==> config.mk <==
export PLATFORM = sky130hd
export DESIGN_NAME = jump_resolver
export DESIGN_NICKNAME = d
export VERILOG_FILES = /design/src/rtl/jr_pkg.sv /design/src/rtl/jr_decode.sv /design/src/rtl/jr_compare.sv /design/src/rtl/jump_resolver.sv
export SDC_FILE = /design/constraint.sdc
export NUM_CORES = 1
export LEC_CHECK = 0
export BUFFER_PORTS_ARGS = -buffer_cell sky130_fd_sc_hd__buf_2
export CORE_MARGIN = 2
export CORE_UTILIZATION = 40
export CTS_CLUSTER_DIAMETER = 50
export DETAILED_ROUTE_END_ITERATION = 10
export GPL_TIMING_DRIVEN = 0
export PLACE_DENSITY = 0.72
export SYNTH_ARGS = -nofsm -noshare
export SYNTH_HDL_FRONTEND = slang
export SYNTH_SLANG_ARGS = --single-unit
export TNS_END_PERCENT = 100
==> constraint.sdc <==
create_clock -name clk -period 2 [get_ports clk]
set_input_delay 0.4 -clock clk [delete_from_list [all_inputs] [get_ports clk]]
set_output_delay 0.4 -clock clk [all_outputs]
set_load 0.005 [all_outputs]
==> src/rtl/jr_pkg.sv <==
package jr_pkg;
  localparam logic [2:0] CLS_WIDE   = 3'd5;
  localparam logic [2:0] CLS_NARROW = 3'd6;

  localparam logic [3:0] CC_ALWAYS = 4'h0;
  localparam logic [3:0] CC_EQ     = 4'h1;
  localparam logic [3:0] CC_UGT    = 4'h2;
  localparam logic [3:0] CC_UGE    = 4'h3;
  localparam logic [3:0] CC_ANY    = 4'h4;
  localparam logic [3:0] CC_NE     = 4'h5;
  localparam logic [3:0] CC_SGT    = 4'h6;
  localparam logic [3:0] CC_SGE    = 4'h7;
  localparam logic [3:0] CC_CALL   = 4'h8;
  localparam logic [3:0] CC_RET    = 4'h9;
  localparam logic [3:0] CC_ULT    = 4'ha;
  localparam logic [3:0] CC_ULE    = 4'hb;
  localparam logic [3:0] CC_SLT    = 4'hc;
  localparam logic [3:0] CC_SLE    = 4'hd;

  typedef enum logic [3:0] {
    K_NONE, K_COND, K_GO_OFF, K_GO_IMM,
    K_CALL_ID, K_CALL_LOCAL, K_CALL_TYPE, K_RET, K_BAD
  } kind_e;
endpackage

==> src/rtl/jr_decode.sv <==
module jr_decode
  import jr_pkg::*;
(
  input  logic [7:0] opcode,
  input  logic [3:0] srcsel,
  output kind_e      kind,
  output logic       narrow
);
  logic [2:0] cls;
  logic [3:0] code;
  logic       use_reg;

  assign cls     = opcode[2:0];
  assign code    = opcode[7:4];
  assign use_reg = opcode[3];
  assign narrow  = (cls == CLS_NARROW);

  always_comb begin
    kind = K_NONE;
    if (cls == CLS_WIDE || cls == CLS_NARROW) begin
      unique case (code)
        CC_ALWAYS: kind = use_reg ? K_BAD : (narrow ? K_GO_IMM : K_GO_OFF);
        CC_CALL: begin
          if (use_reg || narrow)   kind = K_BAD;
          else if (srcsel == 4'd0) kind = K_CALL_ID;
          else if (srcsel == 4'd1) kind = K_CALL_LOCAL;
          else if (srcsel == 4'd2) kind = K_CALL_TYPE;
          else                     kind = K_BAD;
        end
        CC_RET:     kind = (use_reg || narrow) ? K_BAD : K_RET;
        4'he, 4'hf: kind = K_BAD;
        default:    kind = K_COND;
      endcase
    end
  end
endmodule

==> src/rtl/jr_compare.sv <==
module jr_compare
  import jr_pkg::*;
#(
  parameter int W = 64
) (
  input  logic [3:0]   code,
  input  logic [W-1:0] a,
  input  logic [W-1:0] b,
  output logic         hit
);
  logic signed [W-1:0] sa;
  logic signed [W-1:0] sb;

  assign sa = $signed(a);
  assign sb = $signed(b);

  always_comb begin
    unique case (code)
      CC_EQ:   hit = (a == b);
      CC_NE:   hit = (a != b);
      CC_UGT:  hit = (a >  b);
      CC_UGE:  hit = (a >= b);
      CC_ULT:  hit = (a <  b);
      CC_ULE:  hit = (a <= b);
      CC_SGT:  hit = (sa >  sb);
      CC_SGE:  hit = (sa >= sb);
      CC_SLT:  hit = (sa <  sb);
      CC_SLE:  hit = (sa <= sb);
      CC_ANY:  hit = |(a & b);
      default: hit = 1'b0;
    endcase
  end
endmodule

==> src/rtl/jump_resolver.sv <==
module jump_resolver
  import jr_pkg::*;
#(
  parameter int DATA_W   = 64,
  parameter int NARROW_W = 32,
  parameter int PC_W     = 32,
  parameter int OFF_W    = 16,
  parameter int IMM_W    = 32
) (
  input  logic              clk,
  input  logic              rst_n,
  input  logic              in_valid,
  input  logic [7:0]        in_opcode,
  input  logic [3:0]        in_srcsel,
  input  logic [OFF_W-1:0]  in_offset,
  input  logic [IMM_W-1:0]  in_imm,
  input  logic [DATA_W-1:0] in_dst,
  input  logic [DATA_W-1:0] in_src,
  input  logic [PC_W-1:0]   in_pc,
  input  logic              in_wide,
  output logic              out_valid,
  output logic              out_taken,
  output logic [PC_W-1:0]   out_next_pc,
  output logic              out_call_helper,
  output logic              out_call_local,
  output logic              out_call_typed,
  output logic              out_exit,
  output logic              out_illegal
);
  localparam int NUM_CMP = 2;

  kind_e             kind;
  logic              narrow;
  logic [DATA_W-1:0] operand;
  logic [NUM_CMP-1:0] hits;
  logic              hit;

  logic [PC_W-1:0]   pc_lin, pc_seq, off_pc, imm_pc, step_amt;
  logic              taken_d;
  logic [PC_W-1:0]   next_d;
  logic [4:0]        flags_d;

  jr_decode u_dec (
    .opcode (in_opcode),
    .srcsel (in_srcsel),
    .kind   (kind),
    .narrow (narrow)
  );

  assign operand = in_opcode[3] ? in_src : DATA_W'($signed(in_imm));

  for (genvar g = 0; g < NUM_CMP; g++) begin : g_cmp
    localparam int CW = (g == 0) ? DATA_W : NARROW_W;
    jr_compare #(.W(CW)) u_cmp (
      .code (in_opcode[7:4]),
      .a    (in_dst[CW-1:0]),
      .b    (operand[CW-1:0]),
      .hit  (hits[g])
    );
  end

  assign hit      = narrow ? hits[1] : hits[0];
  assign step_amt = in_wide ? PC_W'(2) : PC_W'(1);
  assign pc_lin   = in_pc + PC_W'(1);
  assign pc_seq   = in_pc + step_amt;
  assign off_pc   = PC_W'($signed(in_offset));
  assign imm_pc   = PC_W'($signed(in_imm));

  // next-state logic
  always_comb begin
    taken_d = 1'b0;
    next_d  = pc_seq;
    flags_d = 5'b0; // {helper, local, typed, exit, illegal}
    unique case (kind)
      K_COND: begin
        taken_d = hit;
        if (hit) next_d = pc_lin + off_pc;
      end
      K_GO_OFF: begin
        taken_d = 1'b1;
        next_d  = pc_lin + off_pc;
      end
      K_GO_IMM: begin
        taken_d = 1'b1;
        next_d  = pc_lin + imm_pc;
      end
      K_CALL_LOCAL: begin
        taken_d    = 1'b1;
        next_d     = pc_lin + imm_pc;
        flags_d[3] = 1'b1;
      end
      K_CALL_ID:   flags_d[4] = 1'b1;
      K_CALL_TYPE: flags_d[2] = 1'b1;
      K_RET:       flags_d[1] = 1'b1;
      K_BAD:       flags_d[0] = 1'b1;
      default: ;
    endcase
  end

  // registers
  always_ff @(posedge clk or negedge rst_n) begin
    if (!rst_n) begin
      out_valid       <= 1'b0;
      out_taken       <= 1'b0;
      out_next_pc     <= '0;
      out_call_helper <= 1'b0;
      out_call_local  <= 1'b0;
      out_call_typed  <= 1'b0;
      out_exit        <= 1'b0;
      out_illegal     <= 1'b0;
    end else begin
      out_valid <= in_valid;
      if (in_valid) begin
        out_taken       <= taken_d;
        out_next_pc     <= next_d;
        out_call_helper <= flags_d[4];
        out_call_local  <= flags_d[3];
        out_call_typed  <= flags_d[2];
        out_exit        <= flags_d[1];
        out_illegal     <= flags_d[0];
      end
    end
  end

  a_r11_valid_follows: assert property (@(posedge clk) disable iff (!rst_n)
    in_valid |=> out_valid);
  a_r11_valid_drops: assert property (@(posedge clk) disable iff (!rst_n)
    !in_valid |=> !out_valid);
  a_r11_hold: assert property (@(posedge clk) disable iff (!rst_n)
    !in_valid |=> ($stable(out_next_pc) && $stable(out_taken) && $stable(out_illegal)));
  a_r8_one_flag: assert property (@(posedge clk) disable iff (!rst_n)
    $onehot0({out_call_helper, out_call_local, out_call_typed, out_exit, out_illegal}));
  a_r10_illegal_not_taken: assert property (@(posedge clk) disable iff (!rst_n)
    out_illegal |-> !out_taken);
  a_r9_exit_not_taken: assert property (@(posedge clk) disable iff (!rst_n)
    out_exit |-> !out_taken);
  a_r8_local_taken: assert property (@(posedge clk) disable iff (!rst_n)
    out_call_local |-> out_taken);
  a_r6_seq_step: assert property (@(posedge clk) disable iff (!rst_n)
    (in_valid && !in_opcode[2]) |=> (!out_taken && out_next_pc == $past(in_pc) + PC_W'($past(in_wide) ? 2 : 1)));
endmodule

Word level (Yosys, flattened, before mapping)

Index checks and enable logic that the tools add are counted.
W data, S select, Z words.

Register bits: 39
Input port bits: 224
Output and inout port bits: 39
Word-level logic and storage cells: 92

Add/sub/neg operators: 4
Magnitude comparators: 16
Equal/unequal tests: 31
Muxes and demuxes: 22
Bitwise logic cells: 2
Reduce and logical (&&, ||, !) cells: 9

Operators with widths:

| cell                    | number |
|---|---|
| $ge A64 B64 Y1          | 2 |
| $gt A64 B64 Y1          | 2 |
| $le A64 B64 Y1          | 2 |
| $lt A64 B64 Y1          | 2 |
| $pmux W32 S3            | 1 |
| $add A32 B32 Y32        | 2 |
| $and A64 B64 Y64        | 1 |
| $eq A64 B64 Y1          | 1 |
| $ge A32 B32 Y1          | 2 |
| $gt A32 B32 Y1          | 2 |
| $le A32 B32 Y1          | 2 |
| $lt A32 B32 Y1          | 2 |
| $mux W64                | 1 |
| $ne A64 B64 Y1          | 1 |
| $reduce_or A64 Y1       | 1 |
| $eq A4 B4 Y1 const B    | 9 |
| $add A32 B1 Y32 const B | 1 |
| $add A32 B2 Y32         | 1 |
| $and A32 B32 Y32        | 1 |
| $eq A32 B32 Y1          | 1 |
| $eq A4 B3 Y1 const B    | 8 |
| $mux W32                | 1 |
| $ne A32 B32 Y1          | 1 |
| $reduce_or A32 Y1       | 1 |
| other kinds (13)        | 36 |

Longest topological paths before layout

Gate-level depths: netlist of run 1.

Word-level depth: 10
Mapped depth: 20
Gate-level depth less buffers: 17

Cells and area by module

From an unflattened synthesis of run 1, not the netlist that was laid out.

Cells, all modules: 1569
Area total of the unflattened synthesis: 11922.7 um^2

By module, submodules not included:

| module                       | times used | cells each | area an instance (um^2) | sequential area each (um^2) |
|---|---|---|---|---|
| jump_resolver                | 1          | 1012       | 7399.6                  | 975.9 |
| jr_compare at g_cmp[0].u_cmp | 1          | 332        | 2752.6                  | 0.0 |
| jr_compare at g_cmp[1].u_cmp | 1          | 189        | 1532.7                  | 0.0 |
| jr_decode                    | 1          | 36         | 237.7                   | 0.0 |

Worst setup path before layout of run 1

OpenSTA, ideal clock, no wires.

Kind: input to register
Start: input in_opcode[3]
End: register out_next_pc[8]
Library setup time: 0.082 ns
Arrival time: 4.345 ns
Required time: 1.918 ns
Path slack: -2.427 ns
Cell stages on the path: 17
Path buffers: 5
Path through: clkbuf_1 -> buf_1 -> clkbuf_1 -> mux2i_1 -> ha_1 -> nand4_1 -> nor4_2 -> nand4_2 -> mux2i_1 -> nor3_1 -> o31ai_1 -> a311o_1 -> buf_6 -> o21a_1 -> buf_6 -> or3_1 -> a31oi_1

Longest elaborated chain between the ends: 7
Elaborated cells between the ends (all ways): 41
Classes of those cells: order compare (16); eq/ne (8); mux (11); bitwise (2); reduce/logical (4)

Ends and longest elaborated chain:

| what                                                                   | RTL line             | RTL |
|---|---|---|
| start: declaration                                                     | jump_resolver.sv:13  | `input logic [7:0] in_opcode,` |
| parallel branches: the longest is 6 deep, another holds $le A64 B64 Y1 | --                   |  |
| $pmux W32 S3 (*)                                                       | jump_resolver.sv:74  | `unique case (kind)` |
| end signal: assignment                                                 | jump_resolver.sv:115 | `out_next_pc <= next_d;` |
| end: declaration                                                       | jump_resolver.sv:23  | `output logic [PC_W-1:0] out_next_pc,` |

Mark *: on every way between the ends.
A chain may end at the register's enable or synchronous reset.

Worst setup path after layout of run 1

Start: input in_opcode[3]
End: register out_next_pc[7]

Same word-level chain as after synthesis.

==> results of run 1 <==
==> synth_stat cells, types with 14 or more instances <==
cell type	count	area, um^2
ha_1	193	2410
a21oi_1	139	696
nor2_1	111	417
inv_1	92	345
nand2_1	77	289
o21ai_0	72	360
xnor2_1	60	526
xor2_1	49	429
nand3_1	45	225
dfrtp_1	39	976
nand4_1	39	244
clkbuf_1	38	143
mux2i_1	38	380
a21o_1	35	263
nor3_1	23	115
o21a_1	22	165
a31oi_1	20	125
nor4_1	20	125
a211oi_1	15	113
o211ai_1	15	113
or3_1	14	87.6
==> layout make-up <==
class                      count  area (um^2)
tap                          330          413
clock inverter                 2         35.0
multi-input combinational   1188        10600
timing repair buffer         344         2230
antenna                        2         5.00
fill                        2173        10100
sequential                    39          976
clock buffer                   6          139
inverter                      92          345
buffer                        53          523
==> sequential cells by signal (all words and copies together), names as in the netlist <==
register,cells
out_exit,1
out_call_typed,1
out_call_helper,1
out_illegal,1
out_call_local,1
out_next_pc,32
out_valid,1
out_taken,1
==> cells in the final DEF, fill, tap and decap left out, types with 10 or more instances in the layout <==
cell and n:
a21oi_2 30, xnor2_2 11, nor3_1 15, o21ai_1 18
nand2b_1 12, ha_4 27, buf_6 21, a211oi_1 10
o211ai_1 15, o21a_1 21, buf_8 13, o21ai_0 50
buf_2 245, mux2i_1 17, buf_4 73, xor2_1 39
nor2_1 98, inv_1 92, or3_1 11, nand3_1 38
ha_1 162, a21o_1 35, nand4_1 39, a21oi_1 97
nand2_1 74, o21ai_2 14, dfrtp_1 39, a21oi_4 14
mux2i_2 14, xnor2_1 46, a31oi_1 16, clkbuf_1 18
clkbuf_16 14
==> per-stage QoR <==
stage / area (um^2) / util [%] / hold WS [ns] / power (W)
2_1_floorplan: 10700 / - / 0.104 / 0.00299
3_3_place_gp: 12300 / 48.7 / 0.461 / 0.00399
3_5_place_dp: 12300 / 48.7 / 0.474 / 0.00404
4_1_cts: 14300 / 56.5 / 0.223 / 0.00560
5_1_grt: 15200 / 60.1 / 0.346 / 0.00635
6_report: 15200 / 60.2 / 0.282 / 0.00604
==> report_power, final <==
group / internal (W) / leakage, nW / switching, W / total, W
combinational: 0.00182 / 6.37 / 0.00223 / 0.00404
clock: 0.000623 / 0.0869 / 0.000382 / 0.00100
sequential: 0.000893 / 0.459 / 0.000103 / 0.000997
==> layer usage <==
layer / global-route usage (%) / wire length [um] / vias to the layer above
met5: 0 / 25 / -
met1: 36.2 / 16700 / 5849
met3: 4.50 / 4280 / 154
li1: - / - / 5767
met2: 52.9 / 20900 / 771
met4: 12.8 / 1970 / 4
==> logic make-up after synthesis <==
logic type / Yosys count / synth area share (%)
AOI/OAI and AO/OA: 431 / 27.1
xor gates and xnor gates: 109 / 9.22
adders and majority gates: 196 / 23.9
buffers and inverters: 150 / 5.92
DFF: 39 / 9.42
muxes: 42 / 4.11
and+or+nand+nor: 409 / 20.3
==> final timing paths <==
path	startpoint	slack, ns	cells past startpoint	to
min reg2reg	out_call_helper	0.49	1	out_call_helper
max	in_opcode[3]	-1.76	18	out_next_pc[7]
min in group clk	in_valid	0.39	1	out_valid
max in group asynchronous	rst_n	1.05	1	out_next_pc[1]
max reg2reg	out_next_pc[14]	0.91	4	out_next_pc[14]
min	rst_n	0.28	1	out_valid
==> what timing repair did <==
item,CTS,global route
hold endpoints to repair,0,0
gates cloned,6,2
setup buffers,65,24
resized for setup,215,145
endpoints found under the setup margin,37,37
pin swaps,112,105
==> flow_summary.ini, run 1 <==
[worst_setup_path]
end_kind = flip-flop
cp_cell_sequence = clkbuf_16, buf_16, buf_12, mux2i_2, ha_1, nand4_1, buf_4, buf_4, o221ai_2, a211o_4, nor3_2, mux2_2, o211ai_4, o21a_1, buf_6, buf_6, nor3_2, o32a_1
crit_type = input port to flip-flop
cp_top_family = compound AO/OA/AOI/OAI gates
cp_max_fo = 8
cp-start-kind = input port
cp.required_ns = 2.17
slowest_stage = a211o_4
critPathBufInv = 7
critPathArrivalTime_ns = 3.94
cpPeakStageDelay_ns = 0.40

[floorplanning]
io-pin-count = 263
core_area_um2 = 25300
dieWidth_um = 165
start_util_pct = 40.9
dieArea_um2 = 27200
die_y_um = 165
num_rows = 58

[synthesis]
yosysSeqAreaShare_pct = 9.42
post_synth.cell_area_avg_um2 = 7.53
ys_ff_latch = 39
ys.flop_type = dfrtp_1
synth_edf_count = 0
ys_types = 93
yosys_warnings = 0
synth.cell_area_um2 = 10400
syn_inst = 1376
syn-num-nets = 1796
async_flop_share_pct = 100

[finish]
drive_above_1_share_pct = 37.5
final_cells = 2056
area_growth_syn_to_layout_pct = 47.2
fin_nets = 2143

[cts]
ctsRootBufferMaster = clkbuf_16
clkTransAtPathRegs_ns = 0.07
htreeDepth = 2
cts_buffers = 5
cts_tree = yes
clock-sinks = 39
ctsHoldBuffers = 0
clockBufferDepth = 2
clk_latency_ns = 0.29

[run_status]
violations = negative setup slack
outcome = complete, but fails checks

[detailed_routing]
first_pass_iters = 6
ant_nets = 0
avgRoutedWirePerCell_um = 21.3
drt_iter0_markers = 1341
vias = 12500
vias_per_cell = 6.10
wl_um = 43900
drc = 0

[timing]
max_slew_margin_pct = 29.4
period_share_pct = 188
fmax_ghz = 0.266
setup_tns_ns = -55.53
setup_slack_ns = -1.76
final-setup-viol-count = 33
rsz0062_at_grt = yes
maxSlewViolCount = 0
period_needed_ns = 3.76
hold_violations = 0
worst_pin_slew_ns = 1.06
finClkSkew_ns = 0

[worst_hold_path]
hold_class = input port to asynchronous set/reset pin

[global_routing]
grt_pass1_vias = 12100
grt_max_degree = 40
antenna_found_initial = 2
grt_pass1_wl_um = 63700
grtUsageTotal_pct = 30.0
grt_overflow = 0

[place]
place.gp.congestion = 0.981
dp_cells = 1957
place_worst_setup_slack_ns = -2.67
place_hpwl_um = 33200
portBuffers = 251

[pwr]
powerDensity_nw_per_um2 = 397
p_leak_nw = 6.92
ir_worst_vdd_mv = 0.422

[flow_run]
cap_violations = 0
Note: power is estimated with default switching activity, not from simulation.
==> inputs of run 2 (changes only) <==
Settings changed: ABC_AREA from default to 1, PLACE_DENSITY 0.72 to 0.71.
Clock period 2 ns to 3.95 ns, I/O delays scaled along.
==> run 2 against run 1 <==
Effect of this change: via count rose by 8.4%; sequential power fell by 52%; critical path depth rose by 1; synthesized cell count rose by 33%; largest power group unchanged; routed wire length rose by 1.0%; global-route usage fell by 1.7 points; sequential cell count did not move; the run still ends with negative setup slack left; die area rose by 7.7%; critical endpoint is now out_next_pc[26]; power fell by 52%.
==> flow_summary.ini, run 2 <==
[place]
portBuffers = 260
place_hpwl_um = 36800
place.gp.congestion = 0.925
place_worst_setup_slack_ns = -1.56
placed_area_um2 = 12900

[synthesis]
synthMuxAreaShare_pct = 0
async_flop_share_pct = 100
ys_top_cells_by_count = nand2_1, inv_1, ha_1
synth_compound_area_share_pct = 16.8
syn-num-nets = 2244
post_synth.cell_area_avg_um2 = 6.13
synth.cell_area_um2 = 11200
synth_simple_gate_area_share_pct = 33.6
synth.most_common_cell = nand2_1
synth_top_family_by_area = simple AND/OR/NAND/NOR gates
ys_types = 51
yosysSeqAreaShare_pct = 8.73
synth_area_leader_cell = ha_1
ys_ff_latch = 39
synth_xor_area_share_pct = 8.54
yosys_warnings = 0
synth_edf_count = 0
ys.flop_type = dfrtp_1
synth_fa_ha_area_share_pct = 22.1
synth_top_area_share_pct = 21.6
syn_inst = 1824
synthTopCellsByArea = ha_1, nand2_1, dfrtp_1

[timing]
setup_tns_ns = -0.0293
worst_pin_slew_ns = 0.958
period_share_pct = 101
final-setup-viol-count = 1
maxSlewViolCount = 0
rsz0062_at_grt = yes
hold_violations = 0
setup_slack_ns = -0.0293
max_slew_margin_pct = 36.1
fmax_ghz = 0.251
period_needed_ns = 3.98
finClkSkew_ns = 0

[global_routing]
grt_pass1_vias = 12800
grt_pass1_wl_um = 65100
antenna_found_initial = 2
grtUsageTotal_pct = 28.3
grt_max_degree = 40
grt_overflow = 0

[worst_hold_path]
hold_class = flip-flop to flip-flop
hold_end = out_next_pc[17]
worstHoldPathCells = 2
hold_start = out_next_pc[17]

[detailed_routing]
drt_iter0_markers = 844
drc = 0
vias = 13600
wl_met2_um = 20300
wl_um = 44300
wl_met1_um = 20300
vias_per_cell = 5.37
avgRoutedWirePerCell_um = 17.5
first_pass_iters = 5
wl_met3_um = 2560
routed.top_layer = met4
ant_nets = 0

[floorplanning]
io-pin-count = 263
dieWidth_um = 171
core_area_um2 = 27600
start_util_pct = 40.4
die_y_um = 171
dieArea_um2 = 29300
num_rows = 61

[worst_setup_path]
crit_type = input port to flip-flop
cp.required_ns = 4.13
timing.rr.end = out_call_typed
cp-start-kind = input port
r2r_slack_ns = 3.24
end_kind = flip-flop
critPathArrivalTime_ns = 4.16
cp_max_fo = 5
rr_worst_depth = 1
r2r_start = out_call_typed

[cts]
clock-sinks = 39
htreeDepth = 2
clk_latency_ns = 0.29
clkTransAtPathRegs_ns = 0.07
cts_tree = yes
ctsRootBufferMaster = clkbuf_16
cts_buffers = 5
clockBufferDepth = 2

[finish]
layout_commonest_cell = nand2_1
top_register = out_next_pc
area_growth_syn_to_layout_pct = 38.4
final_cell_mix = nand2_1, buf_2, inv_1
multi_input_area_um2 = 10700
fillers = 2808
final_util_pct = 56.0
final_area_um2 = 15500
drive_above_1_share_pct = 32.2
fin_nets = 2572
seqCellArea_um2 = 976
largest_reg_flops = 32

[pwr]
p_total_w = 0.00292
p_leak_nw = 7.83
ir_worst_vdd_mv = 0.173
powerDensity_nw_per_um2 = 189

[run_status]
outcome = complete, but fails checks
violations = negative setup slack

[flow_run]
cap_violations = 0
-- run 2: worst max-delay path by stage --
stage | from | endpoint | slack [ns] | depth (start not counted)
2_1_floorplan | in_pc[2] | out_next_pc[26] | 0.08 | 19
4_1_cts | in_pc[6] | out_next_pc[26] | 0.002 | 24
3_5_place_dp | in_opcode[3] | out_next_pc[30] | -1.56 | 28
6_report | in_pc[15] | out_next_pc[26] | -0.03 | 19
5_1_grt | in_pc[19] | out_next_pc[26] | -0.20 | 21
3_3_place_gp | in_opcode[3] | out_next_pc[30] | -1.45 | 28
-- run 2: critical path: stages --
cell and delay, ns:
buf_2 0.17, nand2_2 0.15, nor2_1 0.26, nand2_1 0.10, nor2_1 0.15, nand2_1 0.17, xor2_4 0.28, ha_4 0.26
a21oi_1 0.23, o21ai_0 0.16, a21oi_2 0.24, nand3_2 0.19, a21oi_2 0.22, o21ai_2 0.07, xor2_1 0.17, a21oi_1 0.18
nand2_1 0.08, o21bai_1 0.20, nand2_1 0.09
-- run 2: cell families after synthesis --
logic type / after synthesis
AOI/OAI and AO/OA: 337
xor gates and xnor gates: 109
adders and majority gates: 196
buffers and inverters: 284
DFF: 39
and+or+nand+nor: 859
-- run 2: report_power, final --
| part | internal [W] | total (W) | switching, W |
|---|---|---|---|
| registers | 0.000449 | 0.000474 | 0.0000255 |
| clock network | 0.000299 | 0.000489 | 0.000190 |
| logic | 0.000801 | 0.00196 | 0.00116 |
-- run 2: layout make-up --
class,instances,share of cell area [%]
tap,378,3.06
antenna,2,0.0324
clock buffer,5,0.809
timing repair buffer,321,12.2
buffer,47,2.35
multi-input combinational,1501,69.1
sequential,39,6.31
clock inverter,3,0.283
inverter,237,5.84
-- run 2: what timing repair did --
action | in CTS | in global routing
cloned | 1 | 4
setup buffers | 27 | 30
endpoints found under the hold margin | 0 | 0
hold buffers | 0 | 0
pin swaps | 32 | 131
setup endpoints to repair | 33 | 31
gates resized for setup | 137 | 289
-- run 2: through the flow --
step,hold WS (ns),std cells
floorplan,0.470,1824
global placement,0.460,2462
detailed placement,0.462,2462
CTS,0.478,2498
global route,0.491,2533
finish,0.474,2533
-- run 2: routing by layer --
layer	GRT usage (%)	vias up
met5	0	-
met4	6.71	0
met3	1.80	75
met2	47.5	491
met1	39.6	6387
li1	-	6651
